File: src/rtl/uart_rxq_pkg.sv
package uart_rxq_pkg;

  // Error tags stored next to each received character
  typedef struct packed {
    logic brk;
    logic frm;
    logic par;
  } rx_tag_t;

  // Trigger level selected by the two-bit control code
  function automatic logic [7:0] trig_level(input logic [1:0] code);
    case (code)
      2'd0:    trig_level = 8'd1;
      2'd1:    trig_level = 8'd4;
      2'd2:    trig_level = 8'd8;
      default: trig_level = 8'd14;
    endcase
  endfunction

endpackage

File: src/rtl/rxq_ram.sv
module rxq_ram #(
  parameter int W     = 8,
  parameter int DEPTH = 16
) (
  input  logic                     clk,
  input  logic                     rst,
  input  logic                     we,
  input  logic [$clog2(DEPTH)-1:0] waddr,
  input  logic [W-1:0]             wdata,
  input  logic                     re,
  input  logic [$clog2(DEPTH)-1:0] raddr,
  output logic [W-1:0]             rdata
);

  logic [W-1:0] mem [DEPTH];

  // Single write port, no reset on the array
  always_ff @(posedge clk) begin
    if (we) mem[waddr] <= wdata;
  end

  // Registered read port with synchronous output reset (read-first on collision)
  always_ff @(posedge clk) begin
    if (rst)     rdata <= '0;
    else if (re) rdata <= mem[raddr];
  end

endmodule

File: src/rtl/rxq_ctrl.sv
module rxq_ctrl
  import uart_rxq_pkg::*;
#(
  parameter int DEPTH = 16
) (
  input  logic                     clk,
  input  logic                     rst,
  input  logic                     wr_en,
  input  rx_tag_t                  wr_tag,
  input  logic                     rbr_rd,
  input  logic                     fifo_rst,
  input  logic                     fcr_wr,
  input  logic [1:0]               fcr_trig,
  output logic                     ram_we,
  output logic [$clog2(DEPTH)-1:0] ram_waddr,
  output logic                     ram_re,
  output logic [$clog2(DEPTH)-1:0] ram_raddr,
  output logic                     ovr,
  output logic                     load_vld,
  output rx_tag_t                  load_tag,
  output logic                     occupied,
  output logic                     dr,
  output logic                     trig_hit
);

  localparam int AW = $clog2(DEPTH);
  localparam int CW = AW + 1;
  localparam logic [CW-1:0] FULL = CW'(DEPTH);

  logic [AW-1:0] head, tail, tail_nx1;
  logic [CW-1:0] cnt, cnt_nx;
  logic [1:0]    code, code_nx;
  logic          rd_ok, wr_acc;
  rx_tag_t       tags [DEPTH];

  function automatic logic [AW-1:0] ptr_inc(input logic [AW-1:0] p);
    ptr_inc = (p == AW'(DEPTH - 1)) ? '0 : p + 1'b1;
  endfunction

  always_comb begin
    tail_nx1 = ptr_inc(tail);
    rd_ok    = !fifo_rst && rbr_rd && (cnt != '0);
    wr_acc   = !fifo_rst && wr_en && ((cnt != FULL) || rd_ok);
    ovr      = !fifo_rst && wr_en && !wr_acc;
    cnt_nx   = cnt + CW'(wr_acc) - CW'(rd_ok);
    code_nx  = fcr_wr ? fcr_trig : code;
    // Tags that become visible at the head this cycle
    load_vld = 1'b0;
    load_tag = wr_tag;
    if (wr_acc && (cnt == '0)) begin
      load_vld = 1'b1;
    end else if (rd_ok && (cnt > CW'(1))) begin
      load_vld = 1'b1;
      load_tag = tags[tail_nx1];
    end else if (rd_ok && wr_acc) begin
      load_vld = 1'b1;
    end
  end

  assign ram_we    = wr_acc;
  assign ram_waddr = head;
  assign ram_re    = rd_ok;
  assign ram_raddr = tail;
  assign occupied  = (cnt != '0);

  always_ff @(posedge clk) begin
    if (wr_acc) tags[head] <= wr_tag;
  end

  always_ff @(posedge clk) begin
    if (rst) begin
      head     <= '0;
      tail     <= '0;
      cnt      <= '0;
      code     <= '0;
      dr       <= 1'b0;
      trig_hit <= 1'b0;
    end else if (fifo_rst) begin
      head     <= '0;
      tail     <= '0;
      cnt      <= '0;
      code     <= code_nx;
      dr       <= 1'b0;
      trig_hit <= 1'b0;
    end else begin
      if (wr_acc) head <= ptr_inc(head);
      if (rd_ok)  tail <= tail_nx1;
      cnt      <= cnt_nx;
      code     <= code_nx;
      dr       <= (cnt_nx != '0);
      trig_hit <= (cnt_nx >= CW'(trig_level(code_nx)));
    end
  end

  AST_CNT_BOUND: assert property (@(posedge clk) disable iff (rst)
    cnt <= FULL);

  AST_QRST_EMPTY: assert property (@(posedge clk) disable iff (rst)
    fifo_rst |=> (!occupied && !dr && !trig_hit));

  AST_FULL_STAYS: assert property (@(posedge clk) disable iff (rst)
    ovr |=> occupied);

endmodule

File: src/rtl/rxq_lsr.sv
module rxq_lsr
  import uart_rxq_pkg::*;
(
  input  logic    clk,
  input  logic    rst,
  input  logic    lsr_rd,
  input  logic    ovr,
  input  logic    load_vld,
  input  rx_tag_t load_tag,
  output logic    oe,
  output logic    pe,
  output logic    fe,
  output logic    bi,
  output logic    err
);

  logic keep;
  logic tag_any;

  assign keep    = !lsr_rd;
  assign tag_any = load_vld && (load_tag != '0);

  // Clear on status read first, then new events of this cycle set their flags
  always_ff @(posedge clk) begin
    if (rst) begin
      oe  <= 1'b0;
      pe  <= 1'b0;
      fe  <= 1'b0;
      bi  <= 1'b0;
      err <= 1'b0;
    end else begin
      oe  <= (oe  && keep) || ovr;
      pe  <= (pe  && keep) || (load_vld && load_tag.par);
      fe  <= (fe  && keep) || (load_vld && load_tag.frm);
      bi  <= (bi  && keep) || (load_vld && load_tag.brk);
      err <= (err && keep) || ovr || tag_any;
    end
  end

  AST_OVR_FLAGS: assert property (@(posedge clk) disable iff (rst)
    ovr |=> (oe && err));

  AST_LSR_CLEAR: assert property (@(posedge clk) disable iff (rst)
    (lsr_rd && !ovr && !load_vld) |=> (!oe && !pe && !fe && !bi && !err));

endmodule

File: src/rtl/rxq_timer.sv
module rxq_timer #(
  parameter int CLKW   = 12,
  parameter int FACTOR = 4
) (
  input  logic            clk,
  input  logic            rst,
  input  logic            restart,
  input  logic            cancel,
  input  logic            occupied,
  input  logic [CLKW-1:0] char_clks,
  output logic            tmo_pulse
);

  localparam int PW = CLKW + $clog2(FACTOR + 1);

  logic [PW-1:0] period, cnt;
  logic          armed;

  assign period = PW'(char_clks) * PW'(FACTOR);

  always_ff @(posedge clk) begin
    if (rst) begin
      armed     <= 1'b0;
      cnt       <= '0;
      tmo_pulse <= 1'b0;
    end else begin
      tmo_pulse <= 1'b0;
      if (cancel) begin
        armed <= 1'b0;
        cnt   <= '0;
      end else if (restart) begin
        armed <= 1'b1;
        cnt   <= '0;
      end else if (armed) begin
        if (period == '0) begin
          armed <= 1'b0;
        end else if (cnt == period - 1'b1) begin
          armed     <= 1'b0;
          tmo_pulse <= occupied;
        end else begin
          cnt <= cnt + 1'b1;
        end
      end
    end
  end

  AST_TMO_OCC: assert property (@(posedge clk) disable iff (rst)
    tmo_pulse |-> $past(occupied));

  AST_TMO_ONCE: assert property (@(posedge clk) disable iff (rst)
    tmo_pulse |=> !tmo_pulse);

  AST_TMO_CANCEL: assert property (@(posedge clk) disable iff (rst)
    cancel |=> !tmo_pulse);

endmodule

File: src/rtl/uart_rxq.sv
module uart_rxq
  import uart_rxq_pkg::*;
#(
  parameter int DEPTH      = 16,
  parameter int DW         = 8,
  parameter int CLKW       = 12,
  parameter int TMO_FACTOR = 4
) (
  input  logic            clk,
  input  logic            rst,
  input  logic            rx_wr,
  input  logic [DW-1:0]   rx_data,
  input  logic            rx_par_err,
  input  logic            rx_frm_err,
  input  logic            rx_brk,
  input  logic            rbr_rd,
  input  logic            lsr_rd,
  input  logic            fcr_wr,
  input  logic            fcr_rx_reset,
  input  logic [1:0]      fcr_trig,
  input  logic [CLKW-1:0] char_clks,
  output logic [DW-1:0]   rd_data,
  output logic            lsr_dr,
  output logic            lsr_oe,
  output logic            lsr_pe,
  output logic            lsr_fe,
  output logic            lsr_bi,
  output logic            lsr_err,
  output logic            trig_hit,
  output logic            tmo_pulse
);

  localparam int AW = $clog2(DEPTH);

  rx_tag_t       wtag, load_tag;
  logic          fifo_rst, ram_we, ram_re, ovr, load_vld, occupied;
  logic [AW-1:0] ram_waddr, ram_raddr;

  assign wtag     = {rx_brk, rx_frm_err, rx_par_err};
  assign fifo_rst = fcr_wr && fcr_rx_reset;

  rxq_ctrl #(.DEPTH(DEPTH)) u_ctrl (
    .clk       (clk),
    .rst       (rst),
    .wr_en     (rx_wr),
    .wr_tag    (wtag),
    .rbr_rd    (rbr_rd),
    .fifo_rst  (fifo_rst),
    .fcr_wr    (fcr_wr),
    .fcr_trig  (fcr_trig),
    .ram_we    (ram_we),
    .ram_waddr (ram_waddr),
    .ram_re    (ram_re),
    .ram_raddr (ram_raddr),
    .ovr       (ovr),
    .load_vld  (load_vld),
    .load_tag  (load_tag),
    .occupied  (occupied),
    .dr        (lsr_dr),
    .trig_hit  (trig_hit)
  );

  rxq_ram #(.W(DW), .DEPTH(DEPTH)) u_ram (
    .clk   (clk),
    .rst   (rst),
    .we    (ram_we),
    .waddr (ram_waddr),
    .wdata (rx_data),
    .re    (ram_re),
    .raddr (ram_raddr),
    .rdata (rd_data)
  );

  rxq_lsr u_lsr (
    .clk      (clk),
    .rst      (rst),
    .lsr_rd   (lsr_rd),
    .ovr      (ovr),
    .load_vld (load_vld),
    .load_tag (load_tag),
    .oe       (lsr_oe),
    .pe       (lsr_pe),
    .fe       (lsr_fe),
    .bi       (lsr_bi),
    .err      (lsr_err)
  );

  rxq_timer #(.CLKW(CLKW), .FACTOR(TMO_FACTOR)) u_timer (
    .clk       (clk),
    .rst       (rst),
    .restart   (rx_wr || rbr_rd),
    .cancel    (fifo_rst),
    .occupied  (occupied),
    .char_clks (char_clks),
    .tmo_pulse (tmo_pulse)
  );

  AST_DR_AFTER_WR: assert property (@(posedge clk) disable iff (rst)
    (rx_wr && !fifo_rst) |=> lsr_dr);

  AST_EMPTY_READ_HOLD: assert property (@(posedge clk) disable iff (rst)
    (rbr_rd && !lsr_dr && !fifo_rst) |=> $stable(rd_data));

endmodule

File: config.mk
export PLATFORM = sky130hd
export DESIGN_NAME = uart_rxq
export DESIGN_NICKNAME = d
export VERILOG_FILES = /design/src/rtl/uart_rxq_pkg.sv /design/src/rtl/rxq_ram.sv /design/src/rtl/rxq_ctrl.sv /design/src/rtl/rxq_lsr.sv /design/src/rtl/rxq_timer.sv /design/src/rtl/uart_rxq.sv
export SDC_FILE = /design/constraint.sdc
export NUM_CORES = 1
export LEC_CHECK = 0
export ABC_AREA = 1
export ABC_CLOCK_PERIOD_IN_PS = 2900
export BUFFER_PORTS_ARGS = -buffer_cell sky130_fd_sc_hd__buf_2
export CELL_PAD_IN_SITES_DETAIL_PLACEMENT = 0
export CELL_PAD_IN_SITES_GLOBAL_PLACEMENT = 1
export CORE_AREA = 10 10 168 170
export DETAILED_ROUTE_END_ITERATION = 12
export DIE_AREA = 0 0 178 180
export PLACE_DENSITY = 0.74
export SLEW_MARGIN = 30
export SYNTH_ARGS = -nofsm -noshare
export SYNTH_HDL_FRONTEND = slang
export SYNTH_HIERARCHICAL = 1
export SYNTH_SLANG_ARGS = --single-unit
export TNS_END_PERCENT = 50
File: constraint.sdc
create_clock -name clk -period 2.9 [get_ports clk]
set_clock_uncertainty 0.05 [all_clocks]
set_input_delay 0.435 -clock clk [delete_from_list [all_inputs] [get_ports clk]]
set_output_delay 0.435 -clock clk [all_outputs]
set_load 0.01 [all_outputs]
### Word-level counts from Yosys, hierarchy flattened

Memory sizes are Yosys's and may differ from the RTL's. A register that Yosys moved wholly into a read port is not among the register bits.
Index checks and enable logic that the tools add are counted.

* output and inout port bits: 16
* memory bits (writable): 176
* memories kept: 2
* register bits after elaboration: 39
* input port bits: 32

Memory list
* u_ram.mem: words 16, bits a word 8, read ports 1, clocked after memory_dff 1, wr ports 1, line rxq_ram.sv:15 `logic [W-1:0] mem [DEPTH];`
* u_ctrl.tags: words 16, bits a word 3, read ports 1, clocked after memory_dff 0, wr ports 1, line rxq_ctrl.sv:34 `rx_tag_t tags [DEPTH];`

* reductions and logical operators: 39
* bitwise operators: 3
* multiplexer cells: 17
* equal/unequal tests: 6
* $lt $le $gt $ge: 2
* add/subtract/negate cells: 6

Operators by type and width (count)
* logical AND 1 bit: 18
* adder 15 x 1 -> 15 bit, second input constant: 1
* equality test 15 bit: 1
* zero test 15 bit: 1
* subtractor 14 x 1 -> 15 bit, second input constant: 1
* case mux 4 bit (3 select lines): 1
* 2-to-1 mux 5 bit: 2
* nonzero test 5 bit: 2
* 2-to-1 mux 1 bit: 9
* adder 4 x 1 -> 4 bit, second input constant: 2
* equality test 4 bit, second input constant: 2
* logical OR 1 bit: 8
* 2-to-1 mux 4 bit: 2
* 2-to-1 mux 3 bit: 2
* OR reduction 6 bit: 1
* adder 5 x 1 -> 5 bit: 1
* >= comparator 5 bit: 1
* > comparator 5 x 1 -> 1 bit, second input constant: 1
* zero test 5 bit: 1
* != test 5 bit, second input constant: 1
* subtractor 5 x 1 -> 5 bit: 1
* zero test 1 bit: 3
* inverter 1 bit: 3
* AND reduction 3 bit: 1
* other kinds (7): 7

### Depth between registers and ports, before layout

* depth after elaboration: 12
* gate-level depth with buffers: 18

### Cells and area by module

Netlist, hierarchy kept.

By module, submodules not included
* rxq_ram: area an instance 5577.8 um^2, times used 1, cells each 490
* rxq_ctrl: area an instance 3324.4 um^2, times used 1, cells each 364
* rxq_timer: area an instance 1622.8 um^2, times used 1, cells each 245
* rxq_lsr: area an instance 188.9 um^2, times used 1, cells each 23
* uart_rxq: area an instance 18.8 um^2, times used 1, cells each 5

### Least setup slack after synthesis

OpenSTA, ideal clock, no wires.

* path kind: flip-flop to flip-flop
* from: register u_ctrl.cnt[2]
* to: register u_ctrl.trig_hit
* data required time: 2722 ps
* cell stages (with the launch flop): 18
* buffers on the path: 0
* arrival: 2587 ps
* period minus slack after synthesis: 2765 ps
* library setup time: 128 ps
* path slack: 135 ps
* path through: dfxtp_1 > inv_1 > ha_1 > nand2_1 > nor2_1 > nand2_1 > nand2_1 > inv_1 > ha_1 > inv_1 > ha_1 > fa_1 > ha_1 > a21boi_0 > o21ai_0 > nand2_1 > nand2_1 > a31oi_1

* word-level cells in the longest chain between the ends: 7

RTL lines
* from (decl): line rxq_ctrl.sv:31 `logic [CW-1:0] cnt, cnt_nx;`
* from (signal assigned): line rxq_ctrl.sv:88 `cnt <= cnt_nx;`
* nonzero test 5 bit (*)
* named net occupied: line uart_rxq.sv:36 `logic fifo_rst, ram_we, ram_re, ovr, load_vld, occupied;`
* logical AND 1 bit (*): line rxq_ctrl.sv:42 `rd_ok = !fifo_rst && rbr_rd && (cnt != '0);`
* named net ram_re: line uart_rxq.sv:36
* logical OR 1 bit: line rxq_ctrl.sv:43 `wr_acc = !fifo_rst && wr_en && ((cnt != FULL) || rd_ok);`
* logical AND 1 bit: line rxq_ctrl.sv:43
* adder 5 x 1 -> 5 bit: line rxq_ctrl.sv:45 `cnt_nx = cnt + CW'(wr_acc) - CW'(rd_ok);`
* subtractor 5 x 1 -> 5 bit (*): line rxq_ctrl.sv:45
* named net u_ctrl.cnt_nx[1]: line rxq_ctrl.sv:31
* >= comparator 5 bit (*): line rxq_ctrl.sv:91 `trig_hit <= (cnt_nx >= CW'(trig_level(code_nx)));`
* to (signal assigned): line rxq_ctrl.sv:91
* to (decl): line rxq_ctrl.sv:23 `output logic trig_hit`

The timed path passes the listed nets; every way through them passes the cells marked *.
A chain may end at the register's enable or synchronous reset.

### Final worst setup path

Ends and elaborated chain as after synthesis.

==> metrics.cfg <==
[floorplan]
ios = 48
dieWidth_um = 178
core_area_mm2 = 0.0249
start_util_pct = 43.1
die_y_um = 180
rows = 58
die-area_mm2 = 0.0320

[placed_design]
dpl_cell_area_mm2 = 0.0113
place_congestion = 0.816
pre_cts_ws_ns = 0.109
hpwl_um = 16600
placed_cells = 1497
io_buffers = 47

[pwr]
ir_worst_vdd_mv = 0.528
fin_total_pwr_mw = 9.68
powerDensity_mw_per_mm2 = 779
p_leak_nw = 4.95

[min_path]
hold_path_class = input port to register
hold-path-cell-count = 4

[synth]
synthAdderAreaFrac_pct = 2.52
synth_top_family_by_area = simple AND/OR/NAND/NOR gates
ys_async_sr_fraction_pct = 0
synthesis.nets = 1180
synth_compound_area_share_pct = 3.17
yosysSeqAreaShare_pct = 58.0
synthesis.instances = 1127
synth_cell_types = 43
synth-simple-area-share_pct = 26.6
syn-cell-area_mm2 = 0.0107
synth.avg_cell_area_um2 = 9.52
synth-edff-count = 176
postSynthRegisterBits = 223
synth_xor_area_share_pct = 2.12
yosysWarnings = 6
muxShareOfSynthArea_pct = 0
ys.flop_type = edfxtp_1

[clocking]
cts_root_buf = clkbuf_16
cts_buffer_depth = 3
cts_tree = built
worstSkewPairLatency_ns = 0.54
numCtsBuffers = 26
hold_buffers = 0
cts.clk_slew.worst_paths_ns = 0.06
clock_sinks = 223
htree_levels = 1

[final_layout]
design_area_mm2 = 0.0124
syn_to_final_growth_pct = 15.8
final_cells = 1548
drive_gt1_share_pct = 16.1
diodes = 0
nets = 1251
nFillCells = 2310
fin_util_pct = 49.9

[detailed_routing]
vias = 7770
drcViolationCount = 0
drt_iter0_drc = 502
wl_per_cell_um = 16.0
antenna_left = 0
drt-total-wl_um = 24800
first_pass_iters = 5
via_per_inst = 5.02

[sta]
tns_ns = 0
worstMarginPinSlew_ns = 0.692
drv_slew = 0
whs_ns = 0.204
timing.final.crit_period_ns = 2.75
max_freq_mhz = 364
setup_viol = 0
max_slew_margin_pct = 53.9
worst_slack_ns = 0.152
hold_viol = 0
fin_crit_sh_pct = 94.8

[grt]
grt_util_all_layers_pct = 15.2
grt_pass1_vias = 7349
grt-ovfl-total = 0
grt_pass1_wl_um = 39000
grt_max_degree = 65
antenna_found_initial = 0

[outcome]
status = finished, final reports clean

[critical_path]
cp.required_ns = 3.24
path_max_fanout = 2
endpoint_kind = register
start_kind = register
r2r_setup_slack_ns = 0.15
rr_startpoint = u_ctrl/cnt[2]$_SDFF_PP0_
crit_start = u_ctrl/cnt[2]$_SDFF_PP0_
crit_end = u_ctrl/trig_hit$_SDFF_PP0_
reg2reg_to = u_ctrl/trig_hit$_SDFF_PP0_
arrival_ns = 3.09
criticalPathCategory = register to register
r2r_cells = 17

[job]
cap_violations = 0

per-layer routing:
layer / track usage, % / wire length (um)
met1: 20.0 / 11000
met2: 25.1 / 12100
met3: 2.62 / 1180
met4: 3.94 / 502
met5: 0 / 0
Yosys cell counts (3+ instances only):
master,count,area [um2]
buf_2,15,75.1
xnor2_1,5,43.8
nor2_4,3,33.8
o21ai_0,11,55.1
nand2_2,17,106
buf_4,6,45.0
nand3_1,197,986
o211ai_1,3,22.5
nor2_2,11,68.8
nand3b_1,14,105
a21oi_1,24,120
buf_6,12,135
buf_1,3,11.3
ha_1,20,250
nand4_1,4,25.0
nor2_1,69,259
inv_1,121,454
xor2_1,21,184
dfxtp_1,47,941
a21oi_2,9,78.8
inv_2,4,15.0
nor3_1,19,95.1
edfxtp_1,176,5290
nand2_1,290,1090
cell type report:
type                            instances  area [um2]  share of cell area (%)
Sequential cell                       223        6230                    50.1
Multi-Input combinational cell        735        3750                    30.2
Clock buffer                           33         792                    6.37
Timing Repair Buffer                   86         541                    4.35
Inverter                              126         473                    3.81
Tap cell                              330         413                    3.32
Clock inverter                         15         233                    1.87
kinds of logic after synthesis:
kind of cell | Yosys count
simple gates | 633
flops | 223
buf+inv | 169
compound gates | 55
xor+xnor | 26
fa+ha+maj | 21
sequential cells by signal, indices dropped and copies added, names as in the netlist:
name               cells
u_ctrl/ram_waddr       4
u_ram/mem            128
u_ctrl/ram_raddr       4
u_lsr/pe               1
u_ram/rdata            8
u_lsr/oe               1
u_ctrl/cnt             5
u_lsr/err              1
u_lsr/bi               1
u_ctrl/tags           48
u_timer/armed          1
u_timer/cnt           15
u_ctrl/trig_hit        1
u_ctrl/dr              1
u_lsr/fe               1
u_ctrl/code            2
u_timer/tmo_pulse      1
worst max-delay path: stages, from the launching register on:
cell	delay, ns
dfxtp_2	0.32
inv_2	0.07
ha_4	0.13
nand2_2	0.06
nor2_2	0.12
nand2_1	0.08
nand2_1	0.06
inv_1	0.06
ha_4	0.26
inv_2	0.04
ha_4	0.15
fa_1	0.57
ha_1	0.23
a21boi_1	0.12
o21ai_1	0.12
nand2_1	0.06
nand2_1	0.05
a31oi_1	0.06
what timing repair did:
| item | CTS | global route |
|---|---|---|
| gates resized for setup | 0 | 14 |
| setup buffers | 0 | 3 |
| endpoints found under the setup margin | 0 | 1 |
worst min-delay path by stage:
stage / startpoint / to / slack, ns
after floorplan: u_timer/cnt[14]$_SDFFE_PP0P_ / u_timer/cnt[14]$_SDFFE_PP0P_ / 0.39
after global placement: u_lsr/pe$_SDFF_PP0_ / u_lsr/pe$_SDFF_PP0_ / 0.40
after detailed placement: u_lsr/oe$_SDFF_PP0_ / u_lsr/oe$_SDFF_PP0_ / 0.41
after CTS: lsr_rd / u_lsr/oe$_SDFF_PP0_ / 0.19
after global routing: lsr_rd / u_lsr/pe$_SDFF_PP0_ / 0.20
final: lsr_rd / u_lsr/oe$_SDFF_PP0_ / 0.20
where the power goes:
| part | switching (mW) | total [mW] | leakage (nW) | internal [mW] |
|---|---|---|---|---|
| registers | 0.0689 | 3.66 | 1.97 | 3.59 |
| logic | 1.46 | 2.29 | 2.48 | 0.830 |
| clock network | 1.33 | 3.73 | 0.499 | 2.40 |
layout by cell type (no fill, tap or decap), types with 4 or more instances in the layout:
master and count:
ha_1 17, xnor2_1 4, o21ai_0 10, nor2_2 12
edfxtp_1 176, dfxtp_1 45, nor3_1 19, inv_1 118
inv_2 7, a21oi_2 9, xor2_1 21, nand3_1 197
clkbuf_16 30, nand2_2 18, nor2_1 68, nand2_1 289
a21oi_1 24, buf_2 47, bufinv_16 5, nand3b_1 14
buf_4 38, nand4_1 4
(Power assumes the default switching activity.)
